$ cat src/rtl/screen_fill_pkg.sv
package screen_fill_pkg;
  localparam int unsigned DEF_COLS = 160;
  localparam int unsigned DEF_ROWS = 120;
  localparam int unsigned DEF_CW   = 3;

  typedef enum logic [1:0] {
    ST_IDLE = 2'd0,
    ST_RUN  = 2'd1,
    ST_FIN  = 2'd2
  } fill_state_e;
endpackage

$ cat src/rtl/screen_fill_dp.sv
module screen_fill_dp #(
  parameter int unsigned COLS = 160,
  parameter int unsigned ROWS = 120,
  parameter int unsigned CW   = 3,
  localparam int unsigned XW  = $clog2(COLS),
  localparam int unsigned YW  = $clog2(ROWS)
) (
  input  logic          clk,
  input  logic          rst,
  input  logic          cnt_clr,
  input  logic          cnt_inc,
  output logic [XW-1:0] col_q,
  output logic [YW-1:0] row_q,
  output logic [CW-1:0] colour,
  output logic          frame_end
);
  localparam logic [XW-1:0] X_LAST = XW'(COLS - 1);
  localparam logic [YW-1:0] Y_LAST = YW'(ROWS - 1);

  logic col_wrap;
  assign col_wrap  = (col_q == X_LAST);
  assign frame_end = col_wrap && (row_q == Y_LAST);

  // column counter: inner loop
  always_ff @(posedge clk) begin
    if (rst || cnt_clr) begin
      col_q <= '0;
    end else if (cnt_inc) begin
      col_q <= col_wrap ? '0 : col_q + 1'b1;
    end
  end

  // row counter: outer loop
  always_ff @(posedge clk) begin
    if (rst || cnt_clr) begin
      row_q <= '0;
    end else if (cnt_inc && col_wrap) begin
      row_q <= row_q + 1'b1;
    end
  end

  // colour is column modulo 2**CW: the low bits, no divider
  assign colour = col_q[CW-1:0];

  a_r3_col_step: assert property (@(posedge clk) disable iff (rst)
    (cnt_inc && !cnt_clr && !col_wrap) |=> (col_q == $past(col_q) + 1'b1) && (row_q == $past(row_q)));

  a_r4_col_wrap: assert property (@(posedge clk) disable iff (rst)
    (cnt_inc && !cnt_clr && col_wrap) |=> (col_q == '0) && (row_q == $past(row_q) + 1'b1));

  a_r5_colour_step: assert property (@(posedge clk) disable iff (rst)
    (cnt_inc && !cnt_clr && !col_wrap) |=> colour == CW'($past(colour) + 1'b1));

  a_r2_clear: assert property (@(posedge clk) disable iff (rst)
    cnt_clr |=> (col_q == '0) && (row_q == '0));

  a_r6_in_range: assert property (@(posedge clk) disable iff (rst)
    (col_q <= X_LAST) && (row_q <= Y_LAST));
endmodule

$ cat src/rtl/screen_fill_ctrl.sv
module screen_fill_ctrl
  import screen_fill_pkg::*;
(
  input  logic clk,
  input  logic rst,
  input  logic start,
  input  logic frame_end,
  output logic cnt_clr,
  output logic cnt_inc,
  output logic plot,
  output logic done
);
  fill_state_e state_q, state_d;

  always_comb begin
    state_d = state_q;
    cnt_clr = 1'b0;
    cnt_inc = 1'b0;
    unique case (state_q)
      ST_IDLE, ST_FIN: begin
        if (start) begin
          state_d = ST_RUN;
          cnt_clr = 1'b1;
        end
      end
      ST_RUN: begin
        if (frame_end) begin
          state_d = ST_FIN;
        end else begin
          cnt_inc = 1'b1;
        end
      end
      default: state_d = ST_IDLE;
    endcase
  end

  always_ff @(posedge clk) begin
    if (rst) state_q <= ST_IDLE;
    else     state_q <= state_d;
  end

  // outputs decoded straight from the state register
  assign plot = (state_q == ST_RUN);
  assign done = (state_q == ST_FIN);

  a_r8_run_holds: assert property (@(posedge clk) disable iff (rst)
    (plot && !frame_end) |=> plot);

  a_r7_finish: assert property (@(posedge clk) disable iff (rst)
    (plot && frame_end) |=> (done && !plot));

  a_r7_done_hold: assert property (@(posedge clk) disable iff (rst)
    (done && !start) |=> done);

  a_r9_restart: assert property (@(posedge clk) disable iff (rst)
    (done && start) |=> (plot && !done));

  a_r10_exclusive: assert property (@(posedge clk) disable iff (rst)
    $onehot0({plot, done}));

  a_r1_after_reset: assert property (@(posedge clk)
    $past(rst) |-> (!plot && !done));
endmodule

$ cat src/rtl/screen_fill_top.sv
module screen_fill_top
  import screen_fill_pkg::*;
#(
  parameter int unsigned COLS = DEF_COLS,
  parameter int unsigned ROWS = DEF_ROWS,
  parameter int unsigned CW   = DEF_CW,
  localparam int unsigned XW  = $clog2(COLS),
  localparam int unsigned YW  = $clog2(ROWS)
) (
  input  logic          clk,
  input  logic          rst,
  input  logic          start,
  output logic [XW-1:0] px_x,
  output logic [YW-1:0] px_y,
  output logic [CW-1:0] px_colour,
  output logic          px_plot,
  output logic          fill_done
);
  logic cnt_clr, cnt_inc, frame_end;

  screen_fill_ctrl ctrl_i (
    .clk       (clk),
    .rst       (rst),
    .start     (start),
    .frame_end (frame_end),
    .cnt_clr   (cnt_clr),
    .cnt_inc   (cnt_inc),
    .plot      (px_plot),
    .done      (fill_done)
  );

  screen_fill_dp #(.COLS(COLS), .ROWS(ROWS), .CW(CW)) dp_i (
    .clk       (clk),
    .rst       (rst),
    .cnt_clr   (cnt_clr),
    .cnt_inc   (cnt_inc),
    .col_q     (px_x),
    .row_q     (px_y),
    .colour    (px_colour),
    .frame_end (frame_end)
  );

  a_r10_idle_quiet: assert property (@(posedge clk) disable iff (rst)
    (!px_plot && !fill_done && !start) |=> !px_plot);
endmodule

$ cat config.mk
export PLATFORM = sky130hd
export DESIGN_NAME = screen_fill_top
export DESIGN_NICKNAME = d
export VERILOG_FILES = /design/src/rtl/screen_fill_pkg.sv /design/src/rtl/screen_fill_dp.sv /design/src/rtl/screen_fill_ctrl.sv /design/src/rtl/screen_fill_top.sv
export SDC_FILE = /design/constraint.sdc
export NUM_CORES = 1
export LEC_CHECK = 0
export CORE_UTILIZATION = 49
export CTS_BUF_LIST = sky130_fd_sc_hd__clkbuf_8
export CTS_CLUSTER_SIZE = 25
export DETAILED_ROUTE_END_ITERATION = 7
export GPL_ROUTABILITY_DRIVEN = 0
export PLACE_DENSITY = 0.89
export SKIP_LAST_GASP = 1
export SLEW_MARGIN = 20
export SYNTH_ARGS = -nofsm -noshare
export SYNTH_HDL_FRONTEND = slang
export SYNTH_HIERARCHICAL = 1
export SYNTH_SLANG_ARGS = --single-unit
$ cat constraint.sdc
create_clock -name clk -period 2.6 [get_ports clk]
set_clock_uncertainty 0.1 [all_clocks]
set_input_delay 0.26 -clock clk [delete_from_list [all_inputs] [get_ports clk]]
set_output_delay 0.26 -clock clk [all_outputs]
set_load 0.005 [all_outputs]
==> results.json, run 1 <==
{
  "intPower_w": 0.000389,
  "cts_resized": 0,
  "synth-seq-cells": 17,
  "status": "complete, no violations",
  "hold_violations": 0,
  "path_cells": "ha_1 > nand4_2 > nor4_1 > nor3b_2 > nand4bb_1 > buf_4 > o21ai_1 > a21oi_1",
  "worstSetupStartpointType": "flip-flop",
  "period_share_pct": 92.0,
  "slowest_delay_ns": 0.48,
  "drive_gt1_share_pct": 10.7,
  "vias": 820,
  "layout_min_cycle_time_ns": 2.39,
  "slew-limit-headroom_pct": 68.7,
  "die_area_um2": 1930,
  "setup_viol": 0,
  "syn_inst": 99,
  "fin_setup_tns_ns": 0,
  "finalPower_w": 0.000496,
  "first_pass_iters": 4,
  "critPathKind": "flip-flop to flip-flop",
  "htreeDepth": 1,
  "crit_path_start": "dp_i/col_q[0]",
  "n_antenna_cell": 0,
  "hp-class": "flip-flop to flip-flop",
  "tightestPinTransition_ns": 0.465,
  "cts_setup_buffers": 0,
  "via_per_inst": 5.94,
  "yosysWarnings": 6,
  "crit_path_end": "dp_i/col_q[7]",
  "grtUsageMet1_pct": 24.0,
  "row_count": 14,
  "rrSetupSlack_ns": 0.21,
  "cts_buffers": 3,
  "busiest_layer": "met2",
  "hold_buffers": 0,
  "power_leakage_nw": 0.376,
  "synth.cell_area_um2": 861,
  "die_h_um": 43.9,
  "path_clk_slew_ns": 0.06,
  "clkSinkCount": 17,
  "synth_cell_types": 29,
  "grt_pass1_wl_um": 3050,
  "wire_per_inst_um": 13.9,
  "area_growth_pct": 32.0,
  "grtUsageMet2_pct": 37.0,
  "hpwl_um": 1370,
  "p_clk_share_pct": 39.0,
  "pwr_density_cell_nw_per_um2": 437,
  "syn_avg_cell_area_um2": 8.70,
  "drcViolationCount": 0,
  "r2r-start": "dp_i/col_q[0]",
  "insertion_delay_ns": 0.25,
  "grt_max_degree": 14,
  "cp_max_fo": 10,
  "ant_nets": 0,
  "ios": 23,
  "ir_drop_mv": 0.408,
  "instances_no_fill": 138,
  "die_x_um": 43.9,
  "fmax_mhz": 418,
  "drt_iter0_drc": 12,
  "antenna_found_initial": 0,
  "drv_slew": 0,
  "grt_usage_pct": 21.9,
  "maxCapViolations": 0,
  "switchingPower_w": 0.000108,
  "worstPathRequired_ns": 2.68,
  "gr-usage-met3_pct": 4.17,
  "final_common_cell": "clkdlybuf4s50_1",
  "wl_um": 1930,
  "cts_tree": "yes",
  "p_seq_share_pct": 53.7,
  "port_buffers": 22,
  "grt_pass1_vias": 756,
  "grt_overflow": 0,
  "cts.path.max_buffers": 2,
  "synth_fp_nets": 104,
  "initial_core_util_pct": 54.6,
  "ys_seq_area_share_pct": 39.5,
  "ctsRootBufferMaster": "clkbuf_8",
  "min_from": "dp_i/row_q[5]",
  "design.core.area_um2": 1580,
  "end_kind": "flip-flop",
  "dp_cells": 134,
  "cp_slowest_cell": "nor4_1",
  "holdPathStages": 2,
  "reg2reg_depth": 8,
  "power_switching_share_pct": 21.7,
  "rr_endpoint": "dp_i/col_q[7]",
  "rsz0062_at_grt": "no",
  "final_cell_mix": "22 x clkdlybuf4s50_1, 17 x dfxtp_1, 8 x nor2_1, 7 x nand2_1, 7 x a21oi_1",
  "nets": 128,
  "arrival_ns": 2.47,
  "p_comb_share_pct": 7.3
}
worst max-delay path: cells and delay by family, from the launching register on:
| kind | cells | cell delay (ns) |
|---|---|---|
| AOI/OAI and AO/OA | 2 | 0.30 |
| adders and majority gates | 1 | 0.25 |
| buffers and inverters | 1 | 0.21 |
| DFF | 1 | 0.41 |
| and+or+nand+nor | 4 | 1.03 |
worst min path at each step:
stage,end,slack [ns]
floorplan,ctrl_i/state_q[0],0.32
global placement,dp_i/row_q[5],0.38
detailed placement,dp_i/row_q[5],0.38
CTS,dp_i/row_q[5],0.39
global route,dp_i/row_q[6],0.43
finish,dp_i/row_q[5],0.39
metal layers:
| metal | share of wire [%] | wire, um |
|---|---|---|
| met4 | 3.1 | 59 |
| met3 | 4.1 | 79 |
| met5 | 0 | 0 |
| met2 | 49 | 934 |
| met1 | 44 | 853 |
metrics by stage:
| step | area, um^2 | hold slack [ns] | setup slack [ns] | utilization, % |
|---|---|---|---|---|
| final | 1140 | 0.389 | 0.207 | 72.1 |
| after global placement | 1090 | 0.380 | 0.409 | 69.1 |
| after floorplan | 861 | 0.323 | 0.233 | - |
| after global routing | 1140 | 0.433 | 0.0469 | 72.1 |
| after detailed placement | 1090 | 0.383 | 0.256 | 69.1 |
| after CTS | 1140 | 0.391 | 0.245 | 72.1 |
registers in the layout, indices dropped and copies added (netlist names):
name	count
dp_i/col_q	8
ctrl_i/state_q	2
dp_i/row_q	7
synth_stat cells:
library cell | count | area share (%)
buf_2 | 3 | 1.7
nand2_1 | 7 | 3.1
nor2_1 | 8 | 3.5
mux2i_1 | 3 | 3.5
nor2b_1 | 3 | 2.2
a21oi_1 | 7 | 4.1
or2_2 | 1 | 0.73
nand4bb_1 | 1 | 1.3
xor2_1 | 3 | 3.1
o21a_1 | 3 | 2.6
inv_1 | 4 | 1.7
or4_1 | 3 | 2.6
xnor2_1 | 1 | 1.0
dfxtp_1 | 17 | 40
clkbuf_1 | 1 | 0.44
nand3_1 | 4 | 2.3
or3_1 | 6 | 4.4
buf_4 | 3 | 2.6
nor3_1 | 1 | 0.58
o21ai_1 | 1 | 0.58
a32o_1 | 1 | 1.2
nor3b_2 | 1 | 1.5
o31ai_1 | 3 | 2.6
ha_1 | 2 | 2.9
nor4_2 | 2 | 2.9
o21ai_0 | 4 | 2.3
nand4_1 | 4 | 2.9
nand4_2 | 1 | 1.5
nor4_1 | 1 | 0.73
cell families (layout without fill, tap and decap cells):
| kind of cell | Yosys count | after routing | share of synthesized area, % |
|---|---|---|---|
| DFF | 17 | 17 | 39.5 |
| xor gates and xnor gates | 4 | 4 | 4.07 |
| AOI/OAI and AO/OA | 19 | 19 | 13.4 |
| and+or+nand+nor | 43 | 43 | 30.1 |
| muxes | 3 | 3 | 3.49 |
| adders and majority gates | 2 | 2 | 2.91 |
| buffers and inverters | 11 | 34 | 6.54 |
power by group through the flow:
stage	Combinational (W)	Clock (W)	Sequential, W
global route	0.0000398	0.000211	0.000266
floorplan	0.0000217	0	0.000272
detailed placement	0.0000364	0	0.000272
CTS	0.0000366	0.000199	0.000266
global placement	0.0000356	0	0.000272
finish	0.0000361	0.000194	0.000266
layout make-up:
cell class              instances  area [um^2]
flip-flops and latches         17          340
clock buffers                   3         41.3
well taps                      16         20.0
fillers                       118          440
multi-input cells              71          464
inverters                       4         15.0
clock inverters                 1         5.00
repair buffers                 26          250
(Power assumes the default switching activity.)
==> run 2: changes to the inputs <==
--- a/config.mk
+++ b/config.mk
@@ -5,12 +5,15 @@
 export SDC_FILE = /design/constraint.sdc
 export NUM_CORES = 1
 export LEC_CHECK = 0
+export ABC_CLOCK_PERIOD_IN_PS = 2600
+export CAP_MARGIN = 40
 export CORE_UTILIZATION = 49
 export CTS_BUF_LIST = sky130_fd_sc_hd__clkbuf_8
 export CTS_CLUSTER_SIZE = 25
 export DETAILED_ROUTE_END_ITERATION = 7
 export GPL_ROUTABILITY_DRIVEN = 0
 export PLACE_DENSITY = 0.89
+export SETUP_SLACK_MARGIN = 0.3
 export SKIP_LAST_GASP = 1
 export SLEW_MARGIN = 20
 export SYNTH_ARGS = -nofsm -noshare
==> run 2 against run 1 <==
  * Die area did not move
  * Wire length rose by 1.8%
  * Utilization rose by 1.7 points
  * Final cell count rose by 0.72%
  * Sequential cell count did not move
  * Clock-buffer cell count did not move
  * Total power fell by 0.87%
  * Largest cell class unchanged
==> results.json, run 2 (same netlist as run 1, synthesis figures left out) <==
{
  "status": "complete, no violations",
  "design.core.area_um2": 1580,
  "ir_drop_mv": 0.297,
  "slowest_delay_ns": 0.34,
  "path_cells": "ha_2 > nand4_1 > nor4_4 > nor3b_2 > nand4bb_1 > buf_4 > nor4_2 > mux2i_1",
  "hold_violations": 0,
  "slew-limit-headroom_pct": 76.0,
  "period_share_pct": 83.7,
  "drt_iter0_drc": 19,
  "fin_setup_tns_ns": 0,
  "grt_pass1_wl_um": 3170,
  "cts.path.max_buffers": 2,
  "ant_nets": 0,
  "antenna_found_initial": 0,
  "maxCapViolations": 0,
  "path_delay_family": "simple AND/OR/NAND/NOR gates",
  "pwr_density_cell_nw_per_um2": 423,
  "fmax_mhz": 460,
  "drive_gt1_share_pct": 13.8,
  "largest_reg_flops": 8,
  "layout_min_cycle_time_ns": 2.18,
  "critPathKind": "flip-flop to flip-flop",
  "final_core_util_pct": 73.8,
  "nets": 129,
  "cts_buffers": 3,
  "r2r-start": "dp_i/row_q[0]",
  "final_common_cell": "clkdlybuf4s50_1",
  "path_buf_inv": 1,
  "tightestPinTransition_ns": 0.357,
  "power_leakage_nw": 0.391,
  "vias": 803,
  "ios": 23,
  "initial_core_util_pct": 54.6,
  "grt_max_degree": 14,
  "rrSetupSlack_ns": 0.42,
  "path_depth": 8,
  "rsz0062_at_grt": "yes",
  "fin_area_um2": 1160,
  "ctsRootBufferMaster": "clkbuf_8",
  "p_comb_share_pct": 7.5,
  "insertion_delay_ns": 0.24,
  "cp_slowest_cell": "dfxtp_1",
  "grt_overflow": 0,
  "first_pass_iters": 6,
  "drcViolationCount": 0,
  "row_count": 14,
  "setup_viol": 0,
  "rr_endpoint": "dp_i/row_q[5]",
  "grt_usage_pct": 22.0,
  "htreeDepth": 1,
  "hpwl_um": 1370,
  "placed_cell_area_um2": 1090,
  "p_seq_share_pct": 54.2,
  "cp_max_fo": 8,
  "switchingPower_w": 0.000105,
  "intPower_w": 0.000387,
  "crit_path_start": "dp_i/row_q[0]",
  "n_antenna_cell": 0,
  "die_x_um": 43.9,
  "via_per_inst": 5.78,
  "worstPathRequired_ns": 2.68,
  "reg2reg_depth": 8,
  "worstSetupStartpointType": "flip-flop",
  "cts_tree": "yes",
  "clkSinkCount": 17,
  "hp-class": "flip-flop to flip-flop",
  "drv_slew": 0,
  "die_area_um2": 1930,
  "area_growth_pct": 35.2,
  "crit_path_end": "dp_i/row_q[5]",
  "wl_um": 1960,
  "grt_pass1_vias": 755,
  "reg.largest.list": "dp_i/col_q: 8 flops, dp_i/row_q: 7 flops, ctrl_i/state_q: 2 flops",
  "end_kind": "flip-flop",
  "fillers": 120,
  "power_switching_share_pct": 21.3,
  "path_clk_slew_ns": 0.06,
  "arrival_ns": 2.25,
  "port_buffers": 22,
  "p_clk_share_pct": 38.3,
  "wire_per_inst_um": 14.1,
  "final_cell_mix": "22 x clkdlybuf4s50_1, 16 x dfxtp_1, 8 x nor2_1, 7 x nand2_1, 7 x a21oi_1",
  "die_h_um": 43.9,
  "regMostFlops": "dp_i/col_q"
}
run 2: cell count changes in the layout (fill, tap and decap cells not counted), sizes merged:
cell    change
clkinv      -1
inv         +1
buf         +1
run 2: power groups by stage:
| stage | clock network [W] | registers [W] | logic, W |
|---|---|---|---|
| after floorplan | 0 | 0.000272 | 0.0000217 |
| after global placement | 0 | 0.000272 | 0.0000355 |
| after detailed placement | 0 | 0.000272 | 0.0000368 |
| after CTS | 0.000193 | 0.000266 | 0.0000369 |
| after global routing | 0.000208 | 0.000267 | 0.0000397 |
| final | 0.000188 | 0.000267 | 0.0000368 |
run 2: final cells by class:
cell class / count / area (um^2) / share of cell area [%]
inverters: 4 / 15.0 / 1.29
repair buffers: 27 / 258 / 22.2
well taps: 16 / 20.0 / 1.72
clock buffers: 3 / 41.3 / 3.55
clock inverters: 1 / 3.75 / 0.323
multi-input cells: 71 / 484 / 41.6
flip-flops and latches: 17 / 342 / 29.4
run 2: worst reg2reg max path: cells and delay by family (launching register included):
kind | cells | cell delay (ns)
multiplexers | 1 | 0.20
flip-flops | 1 | 0.34
buffers and inverters | 1 | 0.26
AND/OR/NAND/NOR | 5 | 1.00
adder cells (fa/ha/maj) | 1 | 0.21
run 2: worst min-delay path by stage:
stage | slack [ns] | depth (start not counted) | to | from
detailed placement | 0.39 | 2 | dp_i/row_q[6] | dp_i/row_q[6]
global route | 0.45 | 2 | dp_i/row_q[5] | dp_i/row_q[5]
global placement | 0.37 | 2 | dp_i/row_q[6] | dp_i/row_q[6]
CTS | 0.40 | 2 | dp_i/row_q[6] | dp_i/row_q[6]
floorplan | 0.32 | 2 | ctrl_i/state_q[0] | rst
finish | 0.40 | 2 | dp_i/row_q[5] | dp_i/row_q[5]
run 2: metrics by stage:
step | instances | total power, W | setup WS, ns | hold slack [ns]
6_report | 139 | 0.000492 | 0.424 | 0.404
5_1_grt | 139 | 0.000514 | 0.280 | 0.449
4_1_cts | 137 | 0.000497 | 0.395 | 0.396
3_5_place_dp | 133 | 0.000309 | 0.391 | 0.386
3_3_place_gp | 133 | 0.000308 | 0.448 | 0.375
2_1_floorplan | 99 | 0.000293 | 0.301 | 0.323
run 2: timing repair:
item	4_1_cts	5_1_grt
setup buffers	0	2
hold endpoints to repair	0	0
endpoints found under the setup margin	0	9
resized for setup	0	4
hold buffers	0	0
run 2: routing by layer:
| metal | share of wire [%] | track usage, % |
|---|---|---|
| met5 | 0 | 0 |
| met4 | 0.46 | 11.5 |
| met3 | 3.9 | 4.58 |
| met2 | 50 | 35.2 |
| met1 | 46 | 27.7 |
